===== config.mk =====
export PLATFORM = sky130hd
export DESIGN_NAME = sine_quarter_gen
export DESIGN_NICKNAME = d
export VERILOG_FILES = /design/src/rtl/sinegen_pkg.sv /design/src/rtl/sinegen_qrom.sv /design/src/rtl/sinegen_ctrl.sv /design/src/rtl/sinegen_dpath.sv /design/src/rtl/sine_quarter_gen.sv
export SDC_FILE = /design/constraint.sdc
export NUM_CORES = 1
export LEC_CHECK = 0
export BUFFER_PORTS_ARGS = -buffer_cell sky130_fd_sc_hd__buf_2
export CORE_MARGIN = 3
export CORE_UTILIZATION = 45
export DETAILED_ROUTE_END_ITERATION = 6
export HOLD_SLACK_MARGIN = 0.15
export PLACE_DENSITY = 0.7
export RECOVER_POWER = 50
export SKIP_LAST_GASP = 1
export SYNTH_ARGS = -nofsm -noshare
export SYNTH_HDL_FRONTEND = slang
export SYNTH_HIERARCHICAL = 1
export SYNTH_SLANG_ARGS = --single-unit

===== constraint.sdc =====
create_clock -name clk -period 2.1 [get_ports clk]
set_input_delay 0.21 -clock clk [delete_from_list [all_inputs] [get_ports clk]]
set_output_delay 0.21 -clock clk [all_outputs]
set_load 0.02 [all_outputs]

===== src/rtl/sinegen_pkg.sv =====
package sinegen_pkg;

  // Phase accumulator width; the period is 2**PHASE_W points
  localparam int PHASE_W  = 5;
  // Unsigned sample width
  localparam int SAMPLE_W = 8;
  // Address bits inside one quadrant
  localparam int QADDR_W  = PHASE_W - 2;
  // Stored entries: one quadrant plus the peak point
  localparam int QDEPTH   = (1 << QADDR_W) + 1;
  // Width needed to address QDEPTH entries
  localparam int ROMA_W   = QADDR_W + 1;
  localparam logic [SAMPLE_W-1:0] MIDLINE   = SAMPLE_W'(1 << (SAMPLE_W - 1));
  localparam logic [SAMPLE_W-1:0] FULLSCALE = {SAMPLE_W{1'b1}};
  localparam logic [PHASE_W-1:0]  HALFPHASE = PHASE_W'(1 << (PHASE_W - 1));

  // Strobes from control to datapath
  typedef struct packed {
    logic               load;      // register a new sample
    logic               reverse;   // read the quadrant backwards
    logic               invert;    // negative lobe
    logic               forceMid;  // exact half-period point
    logic [QADDR_W-1:0] fineIdx;   // position within the quadrant
  } foldCtrl_t;

  // Rising quarter of the wave, midline to peak
  function automatic logic [SAMPLE_W-1:0] quarterValue(input int idx);
    logic [SAMPLE_W-1:0] v;
    case (idx)
      0:       v = 8'd128;
      1:       v = 8'd152;
      2:       v = 8'd176;
      3:       v = 8'd198;
      4:       v = 8'd218;
      5:       v = 8'd234;
      6:       v = 8'd245;
      7:       v = 8'd253;
      default: v = 8'd255;
    endcase
    return v;
  endfunction

endpackage


===== src/rtl/sinegen_qrom.sv =====
module sinegen_qrom
  import sinegen_pkg::*;
(
  input  logic [ROMA_W-1:0]   romAddr,
  output logic [SAMPLE_W-1:0] romData
);

  logic [SAMPLE_W-1:0] romTable [QDEPTH];

  // Fill the quadrant table entry by entry
  for (genvar g = 0; g < QDEPTH; g++) begin : g_entry
    assign romTable[g] = quarterValue(g);
  end

  // Addresses past the last entry return the peak
  always_comb begin
    if (int'(romAddr) < QDEPTH) romData = romTable[romAddr];
    else                        romData = romTable[QDEPTH-1];
  end

endmodule


===== src/rtl/sinegen_ctrl.sv =====
module sinegen_ctrl
  import sinegen_pkg::*;
(
  input  logic               clk,
  input  logic               rst,
  input  logic               enable,
  input  logic [PHASE_W-1:0] stepSize,
  output foldCtrl_t          foldCtrl,
  output logic               sampleValid
);

  logic [PHASE_W-1:0] phaseAcc;

  // Phase accumulator wraps naturally at its width
  always_ff @(posedge clk) begin
    if (rst) begin
      phaseAcc    <= '0;
      sampleValid <= 1'b0;
    end else begin
      sampleValid <= enable;
      if (enable) phaseAcc <= phaseAcc + stepSize;
    end
  end

  // Decode the current phase into folding strobes
  always_comb begin
    foldCtrl.load     = enable & ~rst;
    foldCtrl.invert   = phaseAcc[PHASE_W-1];
    foldCtrl.reverse  = phaseAcc[PHASE_W-2];
    foldCtrl.forceMid = (phaseAcc == HALFPHASE);
    foldCtrl.fineIdx  = phaseAcc[QADDR_W-1:0];
  end

endmodule


===== src/rtl/sinegen_dpath.sv =====
module sinegen_dpath
  import sinegen_pkg::*;
(
  input  logic                clk,
  input  logic                rst,
  input  foldCtrl_t           foldCtrl,
  output logic [SAMPLE_W-1:0] sampleOut
);

  logic [ROMA_W-1:0]   romAddr;
  logic [SAMPLE_W-1:0] romData;
  logic [SAMPLE_W-1:0] foldedVal;

  // Mirror the address in the falling part of each lobe
  always_comb begin
    if (foldCtrl.reverse)
      romAddr = ROMA_W'(QDEPTH - 1) - {1'b0, foldCtrl.fineIdx};
    else
      romAddr = {1'b0, foldCtrl.fineIdx};
  end

  sinegen_qrom u_qrom (
    .romAddr (romAddr),
    .romData (romData)
  );

  // Reflect the amplitude about the midline for the negative lobe
  always_comb begin
    if (foldCtrl.forceMid)    foldedVal = MIDLINE;
    else if (foldCtrl.invert) foldedVal = FULLSCALE - romData;
    else                      foldedVal = romData;
  end

  always_ff @(posedge clk) begin
    if (rst)                foldedValReg_reset();
    else if (foldCtrl.load) sampleOut <= foldedVal;
  end

  task automatic foldedValReg_reset();
    sampleOut <= MIDLINE;
  endtask

endmodule


===== src/rtl/sine_quarter_gen.sv =====
module sine_quarter_gen
  import sinegen_pkg::*;
(
  input  logic                clk,
  input  logic                rst,
  input  logic                enable,
  input  logic [PHASE_W-1:0]  stepSize,
  output logic [SAMPLE_W-1:0] sampleOut,
  output logic                sampleValid
);

  foldCtrl_t foldCtrl;

  sinegen_ctrl u_ctrl (
    .clk         (clk),
    .rst         (rst),
    .enable      (enable),
    .stepSize    (stepSize),
    .foldCtrl    (foldCtrl),
    .sampleValid (sampleValid)
  );

  sinegen_dpath u_dpath (
    .clk       (clk),
    .rst       (rst),
    .foldCtrl  (foldCtrl),
    .sampleOut (sampleOut)
  );

endmodule


==> summary.txt, run 1 <==
Hold path
  • Hold Crit Start: enable
  • Hold WC Path Type: in2reg
  • Hold worst-path end: u_ctrl/phaseAcc[1]$_SDFFE_PP0P_
  • Hold path depth: 2

Drt
  • Avg WL per Cell: between 10 and 15 um
  • Total wire length: 1620 um
  • Iteration-0 DRC Markers: 16
  • DRT Pass-1 Iters: 4
  • DR DRC count: 0
  • Via count: between 700 and 800
  • DR vias/cell: ~4.8
  • Antenna-violating nets left: 0

Setup path
  • Reg2reg start: u_ctrl/phaseAcc[0]$_SDFFE_PP0P_
  • CP max FO: 4
  • Critical Path Source: u_ctrl/phaseAcc[0]$_SDFFE_PP0P_
  • Worst setup EP type: flop
  • Largest stage delay on the critical path: 390 ps
  • Arr. time, crit path: roughly 2100 ps
  • R2R setup slack: roughly 140 ps
  • Worst-path cell with the longest stage delay: fa_1
  • Crit path kind: reg2reg
  • RR Endpoint: u_ctrl/phaseAcc[4]$_SDFFE_PP0P_
  • Worst reg-to-reg path cell count: 7
  • CP cell instances: ha_1 > inv_1 > fa_1 > nand2b_1 > a21oi_2 > mux2i_1 > mux2_1
  • CP required: 2270 ps
  • Startpoint Class: flop

Yosys
  • EDFF count, synth: 0
  • Mapped Area: slightly below 1000 um^2
  • Cell variety after synth: 33
  • Share of the synthesized area in the top cell type: 0.282
  • Mean post-synth cell area: around 9 um^2
  • Commonest cells in the synthesized netlist: 15 x inv_1, 14 x dfxtp_1, 10 x ha_1, 10 x nor2_1, 9 x xnor2_1
  • Ys Warns: 6
  • Gate Count Post-Synth: roughly 110
  • Sequential-to-total area share from yosys stat: 0.282
  • Register bit total from synthesis: 14
  • Post-synthesis net count: 132
  • Top-count cell post-synth: inv_1
  • Ys async rst share: 0
  • Ys flop type: dfxtp_1
  • Synth top area cells: dfxtp_1 28%, ha_1 13%, xnor2_1 7.9%
  • Largest area contributor in the netlist: dfxtp_1

STA
  • Slew at the pin closest to its max-slew limit: 501 ps
  • FMAX: approximately 500 MHz
  • Slew HR: 0.666
  • Fin Setup TNS: 0 ps
  • Hold Violations, Final: 0
  • Setup-failing EPs final: 0
  • Setup WS post-layout: 142 ps
  • RSZ-0062 raised after global routing: false
  • Max Slew Vio Count: 0
  • Final clock skew: ~7.6 ps
  • Fin crit share: 0.932
  • Final worst path period need: between 1500 and 2000 ps

Placed design
  • Pre-CTS setup slack: roughly 21 ps
  • PortBufs: 16
  • Placed inst area: between 1000 and 1500 um^2
  • Final GP Congestion: 0.813
  • DP HPWL: roughly 1200 um

Pwr
  • Part of the power in the clock network: 0.246
  • Combinational Power Share: 0.350
  • Pwr Total: roughly 800 uW
  • Sequential share of power: 0.404
  • PwrDens: 721 nW/um^2
  • Pleak: between 0.0004 and 0.0005 uW
  • Max VDD drop: 0.329 mV
  • P_sw: 262 uW
  • Sw frac: 0.328
  • Cell internal pwr: approximately 540 uW

CTS
  • Worst-Skew Late Latency: between 200 and 300 ps
  • CTS Buffer Depth: 2
  • Root buf cell: clkbuf_4
  • Clock transition at path regs: 90 ps
  • # clock sinks: 14
  • CTS tree: built
  • H-tree depth: 1
  • Num CTS Buffers: 3

Final layout
  • Share of post-route cells with drive strength above 1: 0.154
  • Nets: 150
  • FILL cells: approximately 200
  • Post-route cell area: 1110 um^2
  • Area Overhead vs Synth: 11.7%
  • Antenna cells: 0
  • Fin util: 0.548
  • Area of the multi-input gates: 593 um^2
  • Sequential Area: about 280 um^2

Die
  • Die W: between 50 and 60 um
  • Num rows: 16
  • Core box area: ~2000 um^2
  • Starting density of the core: 0.491
  • Die area: approximately 2800 um^2
  • I/O pin count: 17
  • Die Ht: approximately 53 um

Status
  • Status: complete, no violations

Global route
  • Global-route wire length before repair: between 2000 and 3000 um
  • Largest net degree at the start of global routing: 20
  • Initial antenna violation count: 0
  • Vias in the first global route: 703
  • All-Layer GR Usage: 0.137
  • Total global routing overflow: 0

Job
  • Max cap viols: 0
-- area by class of cell --
class,count,share of cell area
multi-input combinational,76,0.535
sequential,14,0.255
timing repair buffer,21,0.0959
inverter,15,0.0508
clock buffer,4,0.0327
tap,27,0.0305
-- how the worst max path moves through the flow --
stage / end / slack (ps) / depth (start not counted)
final: u_ctrl/phaseAcc[4]$_SDFFE_PP0P_ / 140 / 7
after global routing: u_dpath/sampleOut[4]$_SDFFE_PP0P_ / 20 / 10
after CTS: u_dpath/sampleOut[4]$_SDFFE_PP0P_ / 10 / 10
after detailed placement: u_dpath/sampleOut[4]$_SDFFE_PP0P_ / 20 / 10
after global placement: u_dpath/sampleOut[4]$_SDFFE_PP0P_ / 110 / 10
after floorplan: u_ctrl/phaseAcc[4]$_SDFFE_PP0P_ / 80 / 7
-- sequential cells by signal, indices dropped and copies added, names as in the netlist --
register,cells
u_dpath/sampleOut,8
u_ctrl/phaseAcc,5
u_ctrl/sampleValid,1
-- worst max-delay path: cells and delay by family, from the launching register on --
kind	cells	cell delay (ps)
buffers and inverters	1	60
AO/OA/AOI/OAI	1	140
flip-flops	1	360
multiplexers	2	560
adder cells (fa/ha/maj)	2	560
AND/OR/NAND/NOR	1	180
-- per-stage QoR --
stage               cells  hold WS (ps)
global placement      152           458
global route          157           276
floorplan             113           425
CTS                   156           249
detailed placement    152           464
finish                157           250
-- power groups by stage --
stage,registers [uW],clock network (uW),logic (uW)
global route,329,214,317
floorplan,340,0,218
finish,323,196,279
global placement,327,0,272
detailed placement,328,0,278
CTS,322,204,279
-- layout by cell type, fill, tap and decap left out, types with 2 or more instances in the layout --
cell type / count
xnor2_1: 9
nor2b_1: 4
inv_1: 15
buf_4: 5
o32ai_1: 7
clkbuf_4: 3
clkbuf_1: 9
buf_2: 7
dfxtp_2: 2
mux2i_1: 3
nand2_1: 5
nor2_1: 10
o21ai_0: 2
nand2b_1: 3
a21o_1: 2
and2_1: 2
dfxtp_1: 12
ha_1: 10
nor4b_1: 2
a211o_1: 2
-- cell families after synthesis --
kind of cell / Yosys count / synth area share
buf+inv: 23 / 0.124
compound gates: 19 / 0.149
other cells: 1 / 0.00378
fa+ha+maj: 11 / 0.146
simple gates: 31 / 0.165
flops: 14 / 0.282
mux: 4 / 0.0416
xor+xnor: 10 / 0.0883
-- layer usage --
layer,global-route usage,routed length [um],up-vias
li1,-,-,410
met1,0.169,767,328
met2,0.217,757,15
met3,0.0254,60,4
met4,0.0894,35,0
met5,0,0,-
-- what timing repair did --
item,4_1_cts,5_1_grt
hold buffers,0,0
resized for setup,0,4
endpoints found under the setup margin,0,5
endpoints found under the hold margin,0,0
buffers inserted,0,1
(Power assumes the default switching activity.)
==> inputs of run 2 (changes only) <==
--- a/config.mk
+++ b/config.mk
@@ -12,6 +12,7 @@
 export HOLD_SLACK_MARGIN = 0.15
 export PLACE_DENSITY = 0.7
 export RECOVER_POWER = 50
+export REMOVE_ABC_BUFFERS = 1
 export SKIP_LAST_GASP = 1
 export SYNTH_ARGS = -nofsm -noshare
 export SYNTH_HDL_FRONTEND = slang
==> run 2 against run 1 <==
Compared with the run above: sequential cell count unchanged; non-clock buffer count up 1; routed wire length rose by 6.9%; sequential share of layout area decreased by 0.20 points; global-route usage is 1.8 points higher; maximum frequency grew 1.3%; clock-buffer cell count unchanged; combinational power rose by 2%.
==> summary.txt, run 2 (synthesis results as in run 1) <==
Status
  • Status: complete, no violations

Pwr
  • PwrDens: 718 nW/um^2 (-0.28%)
  • Pleak: 0.000473 uW (about the same)
  • Max VDD drop: 0.407 mV (+24%)
  • Pwr Total: 803 uW (+0.51%)

STA
  • Worst hold slack: 263 ps (+13.1 ps)
  • Max Slew Vio Count: 0 (unchanged)
  • Setup-failing EPs final: 0 (unchanged)
  • FMAX: 517 MHz (+1.3%)
  • RSZ-0062 raised after global routing: false
  • Fin Setup TNS: 0 ps (unchanged)
  • Fin crit share: 0.920 (-0.0120)
  • Final clock skew: 3.65 ps (-3.91 ps)
  • Hold Violations, Final: 0 (unchanged)
  • Final worst path period need: 1930 ps (-25.2 ps)

Final layout
  • Area of the multi-input gates: 594 um^2 (+0.21%)
  • FILL cells: 210 (+2.9%)
  • Share of post-route cells with drive strength above 1: 0.176 (+0.0217)
  • Commonest non-fill, non-tap cell in the layout: inv_1
  • Area Overhead vs Synth: 12.6%
  • Post-route cell area: 1120 um^2 (+0.79%)
  • Nets: 151 (+0.67%)
  • Biggest regs: u_dpath/sampleOut: 8 flops, u_ctrl/phaseAcc: 5 flops, u_ctrl/sampleValid: 1 flops
  • Max reg flops: 8 (unchanged)
  • Antenna cells: 0 (unchanged)
  • Sequential Area: 283 um^2 (unchanged)
  • Most flops, register: u_dpath/sampleOut
  • Most frequent cells in the layout: 14 x inv_1, 12 x dfxtp_1, 10 x nor2_1

Die
  • Die Ht: 53.0 um (unchanged)
  • Starting density of the core: 0.491 (unchanged)
  • Num rows: 16 (unchanged)
  • Die area: 2800 um^2 (unchanged)
  • Core box area: 2020 um^2 (unchanged)
  • Die W: 53.0 um (unchanged)
  • I/O pin count: 17 (unchanged)

Global route
  • Global-route wire length before repair: 3170 um (+11%)
  • Initial antenna violation count: 0 (unchanged)
  • Total global routing overflow: 0 (unchanged)
  • All-Layer GR Usage: 0.156 (+0.0184)
  • Vias in the first global route: 771 (+9.7%)
  • Largest net degree at the start of global routing: 20 (unchanged)

Job
  • Max cap viols: 0 (unchanged)

CTS
  • CTS tree: built
  • Root buf cell: clkbuf_4
  • Clock transition at path regs: 80 ps (about the same)
  • Worst-Skew Late Latency: 280 ps (about the same)
  • H-tree depth: 1 (unchanged)
  • Num CTS Buffers: 3 (unchanged)
  • CTS Buffer Depth: 2 (unchanged)
  • # clock sinks: 14 (unchanged)
  • CTS Hold Buffers Added: 0 (unchanged)

Setup path
  • Arr. time, crit path: 2090 ps (-40 ps)
  • CP required: 2260 ps (about the same)
  • CP max FO: 6 (+2)
  • Worst setup EP type: flop
  • Startpoint Class: flop
  • Crit path kind: reg2reg

Placed design
  • DP HPWL: 1320 um (+6.9%)
  • Placed inst area: 1070 um^2 (unchanged)
  • PortBufs: 16 (unchanged)
  • Final GP Congestion: 0.755 (-7.1%)

Drt
  • Antenna-violating nets left: 0 (unchanged)
  • DRT Pass-1 Iters: 2 (-2)
  • Total wire length: 1730 um (+6.9%)
  • Via count: 784 (+3.6%)
  • DR vias/cell: 4.96 (+2.9%)
  • DR DRC count: 0 (unchanged)
  • Avg WL per Cell: 11.0 um (+6.2%)
  • Iteration-0 DRC Markers: 3 (-13)

Hold path
  • Hold WC Path Type: in2reg
[run 2: power breakdown]
part / switching (uW) / total (uW) / internal (uW) / leakage [uW]
Combinational: 144 / 285 / 141 / 0.000337
Sequential: 29.6 / 323 / 294 / 0.000116
Clock: 88.8 / 194 / 106 / 0.0000210
Total: 262 / 803 / 540 / 0.000473
[run 2: critical path, stage by stage (launching register included)]
cell and delay [ps]:
dfxtp_2 380, inv_1 70, ha_1 270, nand2_1 60, o21ai_1 120, ha_1 230, nor2b_1 140, a211o_1 300
xnor2_1 140, o32ai_1 90
[run 2: worst paths after layout]
path	start	endpoint	slack (ps)	cells after the start
min	enable	u_ctrl/phaseAcc[1]$_SDFFE_PP0P_	260	2
max reg2reg	u_ctrl/phaseAcc[1]$_SDFFE_PP0P_	u_dpath/sampleOut[1]$_SDFFE_PP0P_	170	9
min reg2reg	u_dpath/sampleOut[6]$_SDFFE_PP0P_	u_dpath/sampleOut[6]$_SDFFE_PP0P_	470	2
max	u_ctrl/phaseAcc[1]$_SDFFE_PP0P_	u_dpath/sampleOut[1]$_SDFFE_PP0P_	170	9
[run 2: layout make-up]
| class | count | area share |
|---|---|---|
| multi-input combinational | 76 | 0.532 |
| sequential | 14 | 0.253 |
| timing repair buffer | 22 | 0.102 |
| inverter | 15 | 0.0504 |
| clock buffer | 4 | 0.0325 |
| tap | 27 | 0.0302 |
[run 2: metal layers]
metal | vias to the layer above | GRT usage | share of wire
li1 | 407 | - | -
met1 | 354 | 0.168 | 0.41
met2 | 19 | 0.277 | 0.51
met3 | 4 | 0.0592 | 0.059
met4 | 0 | 0.0511 | 0.012
met5 | - | 0 | 0
[run 2: through the flow]
| step | utilization | cells | setup slack, ps |
|---|---|---|---|
| 6_report | 0.553 | 158 | 167 |
| 5_1_grt | 0.553 | 158 | 0.195 |
| 4_1_cts | 0.554 | 158 | 24.6 |
| 3_5_place_dp | 0.529 | 152 | 11.8 |
| 3_3_place_gp | 0.529 | 152 | 114 |
| 2_1_floorplan | - | 105 | 77.6 |
[run 2: timing repair]
item	CTS	global route
endpoints found under the setup margin	1	7
pin swaps	0	1
hold endpoints to repair	0	0
resized for setup	0	6
setup buffers	2	0
==> inputs of run 3 (changes only) <==
--- a/config.mk
+++ b/config.mk
@@ -10,7 +10,7 @@
 export CORE_UTILIZATION = 45
 export DETAILED_ROUTE_END_ITERATION = 6
 export HOLD_SLACK_MARGIN = 0.15
-export PLACE_DENSITY = 0.7
+export PLACE_DENSITY = 0.67
 export RECOVER_POWER = 50
 export REMOVE_ABC_BUFFERS = 1
 export SKIP_LAST_GASP = 1
==> constraint.sdc (replaced) <==
create_clock -name clk -period 2.3 [get_ports clk]
set_input_delay 0.23 -clock clk [delete_from_list [all_inputs] [get_ports clk]]
set_output_delay 0.23 -clock clk [all_outputs]
set_load 0.02 [all_outputs]
==> run 3 against run 2 <==
Compared with the run above: clock skew decreased by 1.8 ps; clock power down 11%; maximum frequency fell by 5.1%; worst setup slack improved by 96 ps; sequential cell count stayed put; register-to-register slack better by 96 ps; total power is 12% lower; routed wire length decreased by 9.4%.
==> summary.txt, run 3 (synthesis results as in run 1) <==
Placed design
  • DP HPWL: 1240 um (-6.1%)
  • Pre-CTS setup slack: 290 ps (+278 ps)
  • PortBufs: 16 (unchanged)
  • Final GP Congestion: 0.734 (-2.8%)

CTS
  • CTS Hold Buffers Added: 0 (unchanged)
  • CTS resizes: 0 (unchanged)
  • # clock sinks: 14 (unchanged)
  • Worst-Skew Late Latency: 270 ps (about the same)
  • Post-CTS setup buffers: 0 (-2)
  • Num CTS Buffers: 3 (unchanged)
  • CTS Buffer Depth: 2 (unchanged)
  • Clock transition at path regs: 90 ps (about the same)
  • Root buf cell: clkbuf_4
  • CTS tree: built
  • H-tree depth: 1 (unchanged)

Final layout
  • Nets: 148 (-2.0%)
  • Most flops, register: u_dpath/sampleOut
  • Antenna cells: 0 (unchanged)
  • Share of post-route cells with drive strength above 1: 0.109 (-0.0662)
  • Most frequent cells in the layout: 15 x inv_1, 14 x dfxtp_1, 10 x clkbuf_1, 10 x nor2_1, 10 x ha_1
  • Area Overhead vs Synth: 9.46%
  • Commonest non-fill, non-tap cell in the layout: inv_1
  • Biggest regs: u_dpath/sampleOut: 8 flops, u_ctrl/phaseAcc: 5 flops, u_ctrl/sampleValid: 1 flops
  • Max reg flops: 8 (unchanged)

Drt
  • DRT Pass-1 Iters: 4 (+2)
  • Antenna-violating nets left: 0 (unchanged)
  • DR DRC count: 0 (unchanged)
  • Avg WL per Cell: 10.1 um (-7.6%)
  • Total wire length: 1570 um (-9.4%)
  • DR vias/cell: 4.79 (-3.4%)
  • Via count: 743 (-5.2%)
  • Iteration-0 DRC Markers: 4 (+1)

Die
  • Die Ht: 53.0 um (unchanged)
  • Die area: 2800 um^2 (unchanged)
  • Core box area: 2020 um^2 (unchanged)
  • I/O pin count: 17 (unchanged)
  • Num rows: 16 (unchanged)
  • Die W: 53.0 um (unchanged)
  • Starting density of the core: 0.491 (unchanged)

STA
  • Slew HR: 0.490
  • Slew at the pin closest to its max-slew limit: 764 ps
  • Max Slew Vio Count: 0 (unchanged)
  • Final clock skew: 1.85 ps (-1.80 ps)
  • Setup WS post-layout: 263 ps (+95.6 ps)
  • FMAX: 491 MHz (-5.1%)
  • Final worst path period need: 2040 ps (+104 ps)
  • Hold Violations, Final: 0 (unchanged)
  • Fin crit share: 0.886 (-0.0346)
  • Setup-failing EPs final: 0 (unchanged)
  • RSZ-0062 raised after global routing: false
  • Fin Setup TNS: 0 ps (unchanged)

Hold path
  • Hold worst-path end: u_ctrl/phaseAcc[1]$_SDFFE_PP0P_
  • Hold WC Path Type: in2reg
  • Hold Crit Start: enable
  • Hold path depth: 2 (unchanged)

Global route
  • Largest net degree at the start of global routing: 20 (unchanged)
  • Total global routing overflow: 0 (unchanged)
  • All-Layer GR Usage: 0.128 (-0.0279)
  • Vias in the first global route: 668 (-13%)
  • Global-route wire length before repair: 2740 um (-14%)
  • Initial antenna violation count: 0 (unchanged)

Job
  • Max cap viols: 0 (unchanged)

Pwr
  • Pwr Total: 709 uW (-12%)
  • Max VDD drop: 0.299 mV (-27%)
  • Pleak: 0.000458 uW (-3.3%)
  • PwrDens: 653 nW/um^2 (-9.2%)

Setup path
  • CP required: 2440 ps (+180 ps)
  • Arr. time, crit path: 2170 ps (+80 ps)
  • Worst reg-to-reg path cell count: 10 (+1)
  • Startpoint Class: flop
  • RR Endpoint: u_dpath/sampleOut[4]$_SDFFE_PP0P_
  • CP max FO: 5 (-1)
  • Reg2reg start: u_ctrl/phaseAcc[0]$_SDFFE_PP0P_
  • Crit path kind: reg2reg
  • R2R setup slack: 260 ps (+100 ps)
  • Worst setup EP type: flop

Status
  • Status: complete, no violations
## run 3: stage by stage
stage                     std cells  area [um^2]  hold WS (ps)   util
after floorplan                 105          926           302      -
after global placement          151         1060           458  0.525
after detailed placement        151         1060           464  0.525
after CTS                       155         1100           293  0.543
after global routing            155         1090           318  0.537
final                           155         1090           295  0.537
## run 3: worst max path at each step
stage | from | to | slack, ps
after global routing | u_ctrl/phaseAcc[0]$_SDFFE_PP0P_ | u_dpath/sampleOut[4]$_SDFFE_PP0P_ | 60
after global placement | u_ctrl/phaseAcc[0]$_SDFFE_PP0P_ | u_dpath/sampleOut[1]$_SDFFE_PP0P_ | 310
final | u_ctrl/phaseAcc[0]$_SDFFE_PP0P_ | u_dpath/sampleOut[4]$_SDFFE_PP0P_ | 260
after floorplan | u_ctrl/phaseAcc[0]$_SDFFE_PP0P_ | u_ctrl/phaseAcc[4]$_SDFFE_PP0P_ | 280
after detailed placement | u_ctrl/phaseAcc[0]$_SDFFE_PP0P_ | u_dpath/sampleOut[1]$_SDFFE_PP0P_ | 290
after CTS | u_ctrl/phaseAcc[0]$_SDFFE_PP0P_ | u_dpath/sampleOut[4]$_SDFFE_PP0P_ | 280
## run 3: final cells by class
cell class / count / area [um^2]
fill: 209 / 936
multi-input combinational: 76 / 589
sequential: 14 / 280
timing repair buffer: 19 / 90.1
inverter: 15 / 56.3
clock buffer: 4 / 36.3
tap: 27 / 33.8
## run 3: worst max-delay path, stage by stage, from the launching register on
cell	delay (ps)
dfxtp_1	380
inv_1	60
ha_1	270
nand2_1	50
o21ai_0	180
inv_1	180
ha_1	210
and2_1	150
o21ai_0	200
xnor2_1	140
o32ai_1	80
## run 3: power by group
part / internal, uW / leakage (uW) / switching [uW]
clock network: 96.0 / 0.0000210 / 76.3
registers: 267 / 0.000115 / 24.9
logic: 116 / 0.000322 / 128
## run 3: layer usage
| metal | vias to the layer above | track usage | wire, um |
|---|---|---|---|
| met1 | 326 | 0.162 | 764 |
| met3 | 0 | 0.0254 | 58 |
| li1 | 404 | - | - |
| met5 | - | 0 | 0 |
| met4 | 0 | 0.0255 | 0 |
| met2 | 13 | 0.223 | 746 |
